`config.mk`:
```
export PLATFORM = sky130hd
export DESIGN_NAME = rx_ones_density_mon
export DESIGN_NICKNAME = d
export VERILOG_FILES = /design/src/rtl/rxd_pkg.sv /design/src/rtl/rxd_zero_run.sv /design/src/rtl/rxd_density_win.sv /design/src/rtl/rxd_alarm_latch.sv /design/src/rtl/rx_ones_density_mon.sv
export SDC_FILE = /design/constraint.sdc
export NUM_CORES = 1
export LEC_CHECK = 0
export CAP_MARGIN = 0
export CORE_ASPECT_RATIO = 0.75
export CORE_MARGIN = 5
export CORE_UTILIZATION = 40
export CTS_CLUSTER_DIAMETER = 100
export DETAILED_ROUTE_END_ITERATION = 7
export DONT_BUFFER_PORTS = 1
export PLACE_DENSITY = 0.53
export SKIP_LAST_GASP = 1
export SLEW_MARGIN = 20
export SYNTH_ARGS = -nofsm -noshare
export SYNTH_HDL_FRONTEND = slang
export SYNTH_SLANG_ARGS = --single-unit
```
`constraint.sdc`:
```
create_clock -name clk -period 2.4 [get_ports clk]
set_input_delay 0.24 -clock clk [delete_from_list [all_inputs] [get_ports clk]]
set_output_delay 0.24 -clock clk [all_outputs]
set_load 0.02 [all_outputs]
```
`src/rtl/rxd_pkg.sv`:
```
package rxd_pkg;

   typedef struct packed {
      logic run_fail;
      logic dens_fail;
   } rxd_verdict_t;

   function automatic int unsigned cnt_bits(input int unsigned max_val);
      return (max_val < 2) ? 1 : $clog2(max_val + 1);
   endfunction

endpackage

```
`src/rtl/rxd_zero_run.sv`:
```
module rxd_zero_run #(
   parameter int unsigned RUN_LIMIT = 15
) (
   input  logic clk,
   input  logic rst_n,
   input  logic bit_vld,
   input  logic bit_data,
   output logic run_fail
);
   import rxd_pkg::*;

   localparam int unsigned SAT = RUN_LIMIT + 1;
   localparam int unsigned W   = cnt_bits(SAT);
   localparam logic [W-1:0] SAT_V = W'(SAT);

   logic [W-1:0] run_q;

   // Count saturates one past the limit; any received one restarts it.
   always_ff @(posedge clk or negedge rst_n) begin
      if (!rst_n) begin
         run_q <= '0;
      end else if (bit_vld) begin
         if (bit_data)
            run_q <= '0;
         else if (run_q != SAT_V)
            run_q <= run_q + 1'b1;
      end
   end

   assign run_fail = (run_q == SAT_V);

endmodule

```
`src/rtl/rxd_density_win.sv`:
```
module rxd_density_win #(
   parameter int unsigned WIN_LEN  = 192,
   parameter int unsigned MIN_ONES = 24
) (
   input  logic clk,
   input  logic rst_n,
   input  logic bit_vld,
   input  logic bit_data,
   output logic dens_fail
);
   import rxd_pkg::*;

   localparam int unsigned CW = cnt_bits(WIN_LEN);
   localparam logic [CW-1:0] FULL_V = CW'(WIN_LEN);
   localparam logic [CW-1:0] MIN_V  = CW'(MIN_ONES);

   logic [WIN_LEN-1:0] win_q;
   logic [CW-1:0]      fill_q;
   logic [CW-1:0]      ones_q;
   logic               full;
   logic               drop_one;

   assign full     = (fill_q == FULL_V);
   assign drop_one = full & win_q[WIN_LEN-1];

   always_ff @(posedge clk or negedge rst_n) begin
      if (!rst_n) begin
         win_q  <= '0;
         fill_q <= '0;
         ones_q <= '0;
      end else if (bit_vld) begin
         win_q  <= {win_q[WIN_LEN-2:0], bit_data};
         if (!full)
            fill_q <= fill_q + 1'b1;
         ones_q <= ones_q + CW'(bit_data) - CW'(drop_one);
      end
   end

   assign dens_fail = full & (ones_q < MIN_V);

endmodule

```
`src/rtl/rxd_alarm_latch.sv`:
```
module rxd_alarm_latch (
   input  logic clk,
   input  logic rst_n,
   input  logic lvl,
   input  logic stat_rd,
   output logic evt,
   output logic sticky
);
   logic lvl_q;

   always_ff @(posedge clk or negedge rst_n) begin
      if (!rst_n) begin
         lvl_q  <= 1'b0;
         sticky <= 1'b0;
      end else begin
         lvl_q  <= lvl;
         // A new event beats a read arriving in the same cycle.
         sticky <= evt | (sticky & ~stat_rd);
      end
   end

   assign evt = lvl & ~lvl_q;

endmodule

```
`src/rtl/rx_ones_density_mon.sv`:
```
module rx_ones_density_mon #(
   parameter int unsigned RUN_LIMIT = 15,
   parameter int unsigned WIN_LEN   = 192,
   parameter int unsigned MIN_ONES  = 24
) (
   input  logic clk,
   input  logic rst_n,
   input  logic bit_vld,
   input  logic bit_data,
   input  logic stat_rd,
   output logic viol_lvl,
   output logic viol_evt,
   output logic viol_sticky
);
   import rxd_pkg::*;

   generate
      if (RUN_LIMIT < 1) begin : g_bad_run
         $error("RUN_LIMIT must be at least 1");
      end
      if (WIN_LEN < 2) begin : g_bad_win
         $error("WIN_LEN must be at least 2");
      end
      if (MIN_ONES > WIN_LEN) begin : g_bad_min
         $error("MIN_ONES cannot exceed WIN_LEN");
      end
   endgenerate

   rxd_verdict_t verdict;

   rxd_zero_run #(.RUN_LIMIT(RUN_LIMIT)) u_run (
      .clk      (clk),
      .rst_n    (rst_n),
      .bit_vld  (bit_vld),
      .bit_data (bit_data),
      .run_fail (verdict.run_fail)
   );

   rxd_density_win #(.WIN_LEN(WIN_LEN), .MIN_ONES(MIN_ONES)) u_win (
      .clk       (clk),
      .rst_n     (rst_n),
      .bit_vld   (bit_vld),
      .bit_data  (bit_data),
      .dens_fail (verdict.dens_fail)
   );

   assign viol_lvl = verdict.run_fail | verdict.dens_fail;

   rxd_alarm_latch u_latch (
      .clk     (clk),
      .rst_n   (rst_n),
      .lvl     (viol_lvl),
      .stat_rd (stat_rd),
      .evt     (viol_evt),
      .sticky  (viol_sticky)
   );

endmodule

```
==> flow_metrics.tcl, run 1 <==
set metrics [dict create \
    antenna_found_initial 0 \
    worst_pin_slew_ps 436 \
    max_stage_delay_ps 380 \
    synthCells 555 \
    vias_per_cell 4.75 \
    ys_seq_area_share_pct 63.3 \
    wl_per_cell_um 13.2 \
    r2r_slack_ps -80 \
    grt_pass1_wl_um 24000 \
    layout_commonest_cell "dfrtp_1" \
    grtUsageMet3_pct 2.78 \
    async_reset_ff_share_pct 100 \
    grt_use_total_pct 11.6 \
    stdcell_count 993 \
    cts_max_level 1 \
    ys_ff_latch 215 \
    p_per_area_mw_per_mm2 880 \
    dr.first_iter.drc_count 224 \
    cap_violations 0 \
    postRouteWirelength_um 13100 \
    finalCritPeriodShare_pct 103 \
    hold_class "in -> async" \
    dpl_cell_area_mm2 0.00882 \
    worstSkewPairLatency_ps 510 \
    place_hpwl_um 6070 \
    grt_pass1_vias 5231 \
    dr_total_vias 4712 \
    drive_above_1_share_pct 35.7 \
    worst-path-stages 13 \
    crit_buf_inv 3 \
    critPathTopFamily "simple AND/OR/NAND/NOR gates" \
    swShare_pct 24.6 \
    ys_types 36 \
    outcome "complete, but fails checks" \
    start_kind "register" \
    crit_type "reg -> reg" \
    finalWeightedCongestion 0.710 \
    maxSlewViolCount 0 \
    ioPinCount 8 \
    hold_ws_ps -572 \
    crit_fanout 2 \
    busiest_layer "met2" \
    reg2reg_from "u_win.fill_q[3]" \
    clock_path_buffers 3 \
    reg2reg_depth 13 \
    ir_worst_vdd_mv 0.511 \
    drc 0 \
    syn_area_mm2 0.00850 \
    end_kind "register" \
    p_int_mw 7.23 \
    r2r_end "u_win.ones_q[4]" \
    path_clk_slew_ps 60 \
    p_sw_mw 2.36 \
    combPwrFrac_pct 20.1 \
    drt-pass1-iter-count 4 \
    fin_worst_skew_ps 20.0 \
    grt_use_met1_pct 14.9 \
    crit_top_cell "inv_2" \
    die_area_mm2 0.0243 \
    areaGrowthSynthToFinish_pct 28.2 \
    cp-startpoint "u_win.fill_q[3]" \
    syn_avg_cell_area_um2 15.3 \
    rows 46 \
    portBuffers 0 \
    cts_sinks 215 \
    setup_slack_ps -83.0 \
    ys_warn_count 0 \
    crit_slowest_cell "dfrtp_1" \
    gr-total-overflow 0 \
    crit_arrival_ps 2890 \
    place_inst 828 \
    slew_headroom_pct 70.9 \
    grt_max_degree 216 \
    setup_viol 3 \
    die_h_um 136 \
    cts_tree "done" \
    fillers 1789 \
    clkPwrFrac_pct 36.3 \
    root_buffer "clkbuf_16" \
    start_util_pct 40.5 \
    synth_edf_count 0 \
    nets 710 \
    hold_viol_final 216 \
    gr-usage-met2_pct 19.8 \
    rsz0062_at_grt "yes" \
    insertedDiodeCount 0 \
    fmax_mhz 403 \
    crit_required_ps 2800 \
    core_mm2 0.0210 \
    synth_fp_nets 574 \
    pwr-share-seq_pct 43.6 \
    violations "hold timing, setup timing" \
    die_x_um 178 \
    layout_common_cells "dfrtp_1, mux2_2, dlygate4sd3_1, clkbuf_16, inv_1" \
    ant_nets 0 \
    numCtsBuffers 22 \
    pre_cts_ws_ps -111 \
    yosys_most_used_dff "dfrtp_1" \
    critical_path.cell_chain "nor4b_2 > nand4b_1 > nor2_1 > ha_1 > inv_2 > ha_4 > inv_2 > fa_2 > nor2b_4 > buf_4 > o21a_1 > nor3_1 > o22ai_1" \
    final_cell_area_mm2 0.0109 \
    p_leak_nw 5.58 \
    fin_crit_ps 2480 \
]
layer usage:
layer	wire length, µm	up-vias	share of wire [%]
met1	6140	2415	47
met5	0	-	0
li1	-	2222	-
met4	325	0	2.5
met3	468	28	3.6
met2	6210	47	47
worst max path at each step:
stage                 endpoint
2_1_floorplan  u_win.ones_q[6]
3_3_place_gp   u_win.ones_q[6]
3_5_place_dp   u_win.ones_q[6]
4_1_cts        u_win.ones_q[6]
5_1_grt        u_win.ones_q[4]
6_report       u_win.ones_q[4]
metrics by stage:
| stage | utilization (%) | setup TNS, ps | power (mW) |
|---|---|---|---|
| floorplan | - | -1.61 | 5.40 |
| global placement | 42.0 | -76.7 | 5.61 |
| detailed placement | 42.0 | -272 | 5.69 |
| CTS | 51.6 | -143 | 9.63 |
| global route | 51.9 | -1150 | 10.1 |
| finish | 51.9 | -170 | 9.60 |
repair_timing:
| action | in CTS | in global routing |
|---|---|---|
| endpoints found under the hold margin | 421 | 216 |
| pin swaps | 7 | 4 |
| resized for setup | 0 | 9 |
| hold buffers | 123 | 1 |
| setup endpoints to repair | 3 | 8 |
| buffers inserted | 1 | 3 |
final cells by class:
cell class	instances	area, µm²	area share, %
tap	288	360	3.31
clock buffer	28	613	5.62
sequential	215	5380	49.4
clock inverter	10	140	1.29
inverter	22	82.6	0.757
timing repair buffer	137	1350	12.4
multi-input combinational	293	2970	27.3
power by group through the flow:
stage | logic (mW) | registers, mW | clock network (mW)
3_3_place_gp | 1.38 | 4.23 | 0
3_5_place_dp | 1.44 | 4.25 | 0
4_1_cts | 1.81 | 4.19 | 3.64
5_1_grt | 2.15 | 4.23 | 3.76
6_report | 1.93 | 4.18 | 3.48
2_1_floorplan | 1.18 | 4.22 | 0
cells by family (layout without fill, tap and decap cells):
family,Yosys count,after routing,synth area share [%]
AOI/OAI and AO/OA,34,34,2.78
DFF,215,215,63.3
buffers and inverters,47,197,2.43
and+or+nand+nor,40,40,2.55
muxes,196,196,25.9
xor gates and xnor gates,9,9,0.927
adders and majority gates,14,14,2.15
sequential cells by signal, indices dropped and copies added (netlist names):
| register | flops |
|---|---|
| u_win.win_q | 192 |
| u_latch.lvl_q | 1 |
| u_run.run_q | 5 |
| u_win.fill_q | 8 |
| u_win.ones_q | 8 |
| u_latch.sticky | 1 |
cells in the mapped netlist (3+ instances only):
master	n	area [µm²]
dfrtp_1	215	5380
o21a_1	4	30.0
nand2_1	12	45.0
o22ai_1	6	37.5
o21ai_1	3	15.0
nand4_1	4	25.0
o21ai_0	5	25.0
mux2_2	190	2140
inv_1	22	82.6
buf_2	24	120
nand3_1	4	20.0
a21oi_1	7	35.0
mux2_1	3	33.8
nor2_1	8	30.0
ha_1	13	163
xnor2_1	8	70.1
mux2i_1	3	30.0
worst register-to-register path, delay by kind of cell, from the launching register on:
family,cells,cell delay (ps)
flip-flops,1,380
adder cells (fa/ha/maj),3,740
AO/OA/AOI/OAI,2,240
buffers and inverters,3,210
AND/OR/NAND/NOR,5,830
(Power assumes the default switching activity.)
==> run 2: changes to the inputs <==
- SETUP_SLACK_MARGIN: not set -> 0.3
==> run 2 against run 1 <==
Compared with the run above:
- the run still ends with hold timing, setup timing left
- sequential power about the same
- clock-buffer cell count up 7
- via count up 1.2%
- global-route usage up 0.39 points
- hold slack better by 28 ps
- flip-flop and latch count unchanged
- non-clock buffer count up 17
- die area unchanged
- register-to-register slack about the same
- highest routed layer unchanged
- power about the same
- clock power about the same
==> flow_metrics.tcl, run 2 (synthesized netlist as in run 1, its figures left out) <==
set metrics [dict create \
    outcome "complete, but fails checks" \
    violations "hold timing, setup timing" \
    crit_fanout 2 \
    p_sw_mw 2.36 \
    worst_pin_slew_ps 439 \
    cap_violations 0 \
    reg2reg_from "u_win.fill_q[5]" \
    vias_per_cell 4.72 \
    start_util_pct 40.5 \
    dr_total_vias 4769 \
    grt_pass1_vias 5395 \
    p_leak_nw 5.71 \
    drt-pass1-iter-count 4 \
    largest_register_ffs 192 \
    cts_sinks 215 \
    crit_required_ps 2810 \
    hold_class "in -> async" \
    gr-total-overflow 0 \
    regArea_mm2 0.00538 \
    reg2reg_depth 13 \
    die_x_um 178 \
    postRouteWirelength_um 13300 \
    max_stage_delay_ps 400 \
    place_inst 828 \
    pwr-share-seq_pct 43.7 \
    rsz0062_at_grt "yes" \
    finalCritPeriodShare_pct 103 \
    critical_path.cell_chain "nor4b_2 > nand4b_1 > nor2_1 > ha_2 > inv_2 > ha_4 > inv_2 > fa_2 > nor2b_4 > buf_4 > o21a_1 > nor3_1 > o22ai_1" \
    cts_tree "done" \
    end_kind "register" \
    clock_path_buffers 3 \
    r2r_end "u_win.ones_q[4]" \
    swShare_pct 24.6 \
    worstSkewPairLatency_ps 490 \
    clkPwrFrac_pct 36.1 \
    dr.first_iter.drc_count 277 \
    nets 727 \
    wl_per_cell_um 13.2 \
    numCtsBuffers 22 \
    fillers 1780 \
    grt_pass1_wl_um 24800 \
    multi_input_area_mm2 0.00299 \
    slew_headroom_pct 70.7 \
    ioPinCount 8 \
    stdcell_count 1011 \
    finalWeightedCongestion 0.727 \
    fin_crit_ps 2470 \
    layout_commonest_cell "dfrtp_1" \
    core_mm2 0.0210 \
    p_int_mw 7.24 \
    setup_slack_ps -70.7 \
    ir_worst_vdd_mv 0.504 \
    critPathTopFamily "adder cells" \
    layout_common_cells "dfrtp_1, mux2_2, dlygate4sd3_1, clkbuf_16, inv_1" \
    grt_max_degree 216 \
    final_cell_area_mm2 0.0111 \
    crit_buf_inv 3 \
    die_h_um 136 \
    ctsHoldBuffers 138 \
    place_hpwl_um 6160 \
    regMostFlops "u_win.win_q" \
    drive_above_1_share_pct 35.4 \
    finalPower_mw 9.60 \
    setup_viol 3 \
    hold_viol_final 215 \
    ant_nets 0 \
    rows 46 \
    path_clk_slew_ps 60 \
    top_regs "u_win.win_q x192, u_win.fill_q x8, u_win.ones_q x8" \
    dpl_cell_area_mm2 0.00882 \
    cts_max_level 1 \
    die_area_mm2 0.0243 \
    antenna_found_initial 0 \
    crit_slowest_cell "dfrtp_1" \
    grt_use_total_pct 12.0 \
    crit_top_cell "inv_2" \
    hold_ws_ps -544 \
    areaGrowthSynthToFinish_pct 30.5 \
    crit_arrival_ps 2890 \
    combPwrFrac_pct 20.2 \
    p_per_area_mw_per_mm2 864 \
    fin_worst_skew_ps 10.2 \
    maxSlewViolCount 0 \
    crit_type "reg -> reg" \
    start_kind "register" \
    root_buffer "clkbuf_16" \
    insertedDiodeCount 0 \
    portBuffers 0 \
    drc 0 \
    r2r_slack_ps -70 \
    fin_util_pct 52.8 \
    fmax_mhz 405 \
]
==> run 2: routing by layer <==
| metal | up-vias | track usage (%) | part of all wire, % |
|---|---|---|---|
| li1 | 2279 | - | - |
| met1 | 2414 | 15.7 | 47 |
| met2 | 47 | 20.2 | 47 |
| met3 | 29 | 2.42 | 2.8 |
| met4 | 0 | 3.88 | 2.9 |
| met5 | - | 0 | 0 |
==> run 2: power by group through the flow <==
stage	Sequential (mW)	Combinational, mW	Clock, mW
floorplan	4.22	1.18	0
CTS	4.19	1.75	3.60
global placement	4.23	1.38	0
global route	4.24	2.13	3.74
finish	4.19	1.94	3.47
detailed placement	4.25	1.46	0
==> run 2: how the worst max path moves through the flow <==
stage                               start         endpoint  slack (ps)  cells after the start
after floorplan           u_win.fill_q[0]  u_win.ones_q[6]        -0.5                     13
after global placement    u_win.fill_q[3]  u_win.ones_q[6]         -40                     11
after detailed placement  u_win.fill_q[3]  u_win.ones_q[6]         -80                     12
after CTS                 u_win.fill_q[5]  u_win.ones_q[6]         -30                     11
after global routing      u_win.fill_q[5]  u_win.ones_q[4]        -220                     13
final                     u_win.fill_q[5]  u_win.ones_q[4]         -70                     13
==> run 2: worst reg2reg max path, cell delays in order, from the launching register on <==
cell and delay, ps:
dfrtp_1 400, nor4b_2 270, nand4b_1 150, nor2_1 120
ha_2 280, inv_2 70, ha_4 140, inv_2 40
fa_2 370, nor2b_4 160, buf_4 120, o21a_1 120
nor3_1 50, o22ai_1 110
==> run 2: metrics by stage <==
stage / TNS, ps / worst slack (ps)
final: -149 / -70.7
after global routing: -908 / -218
after CTS: -71.4 / -26.8
after detailed placement: -131 / -76.5
after global placement: -36.1 / -36.1
after floorplan: -0.490 / -0.490
==> run 2: layout make-up <==
type,instances,share of cell area [%]
Sequential cell,215,48.5
Multi-Input combinational cell,293,27.0
Timing Repair Buffer,154,13.8
Clock buffer,35,6.13
Tap cell,288,3.25
Inverter,22,0.766
Clock inverter,4,0.631
==> run 2: repair_timing <==
action                                 4_1_cts  5_1_grt
endpoints found under the hold margin      422      215
pin swaps                                    7        5
setup endpoints to repair                    9        9
buffers inserted                             3        3
resized for setup                            6       13
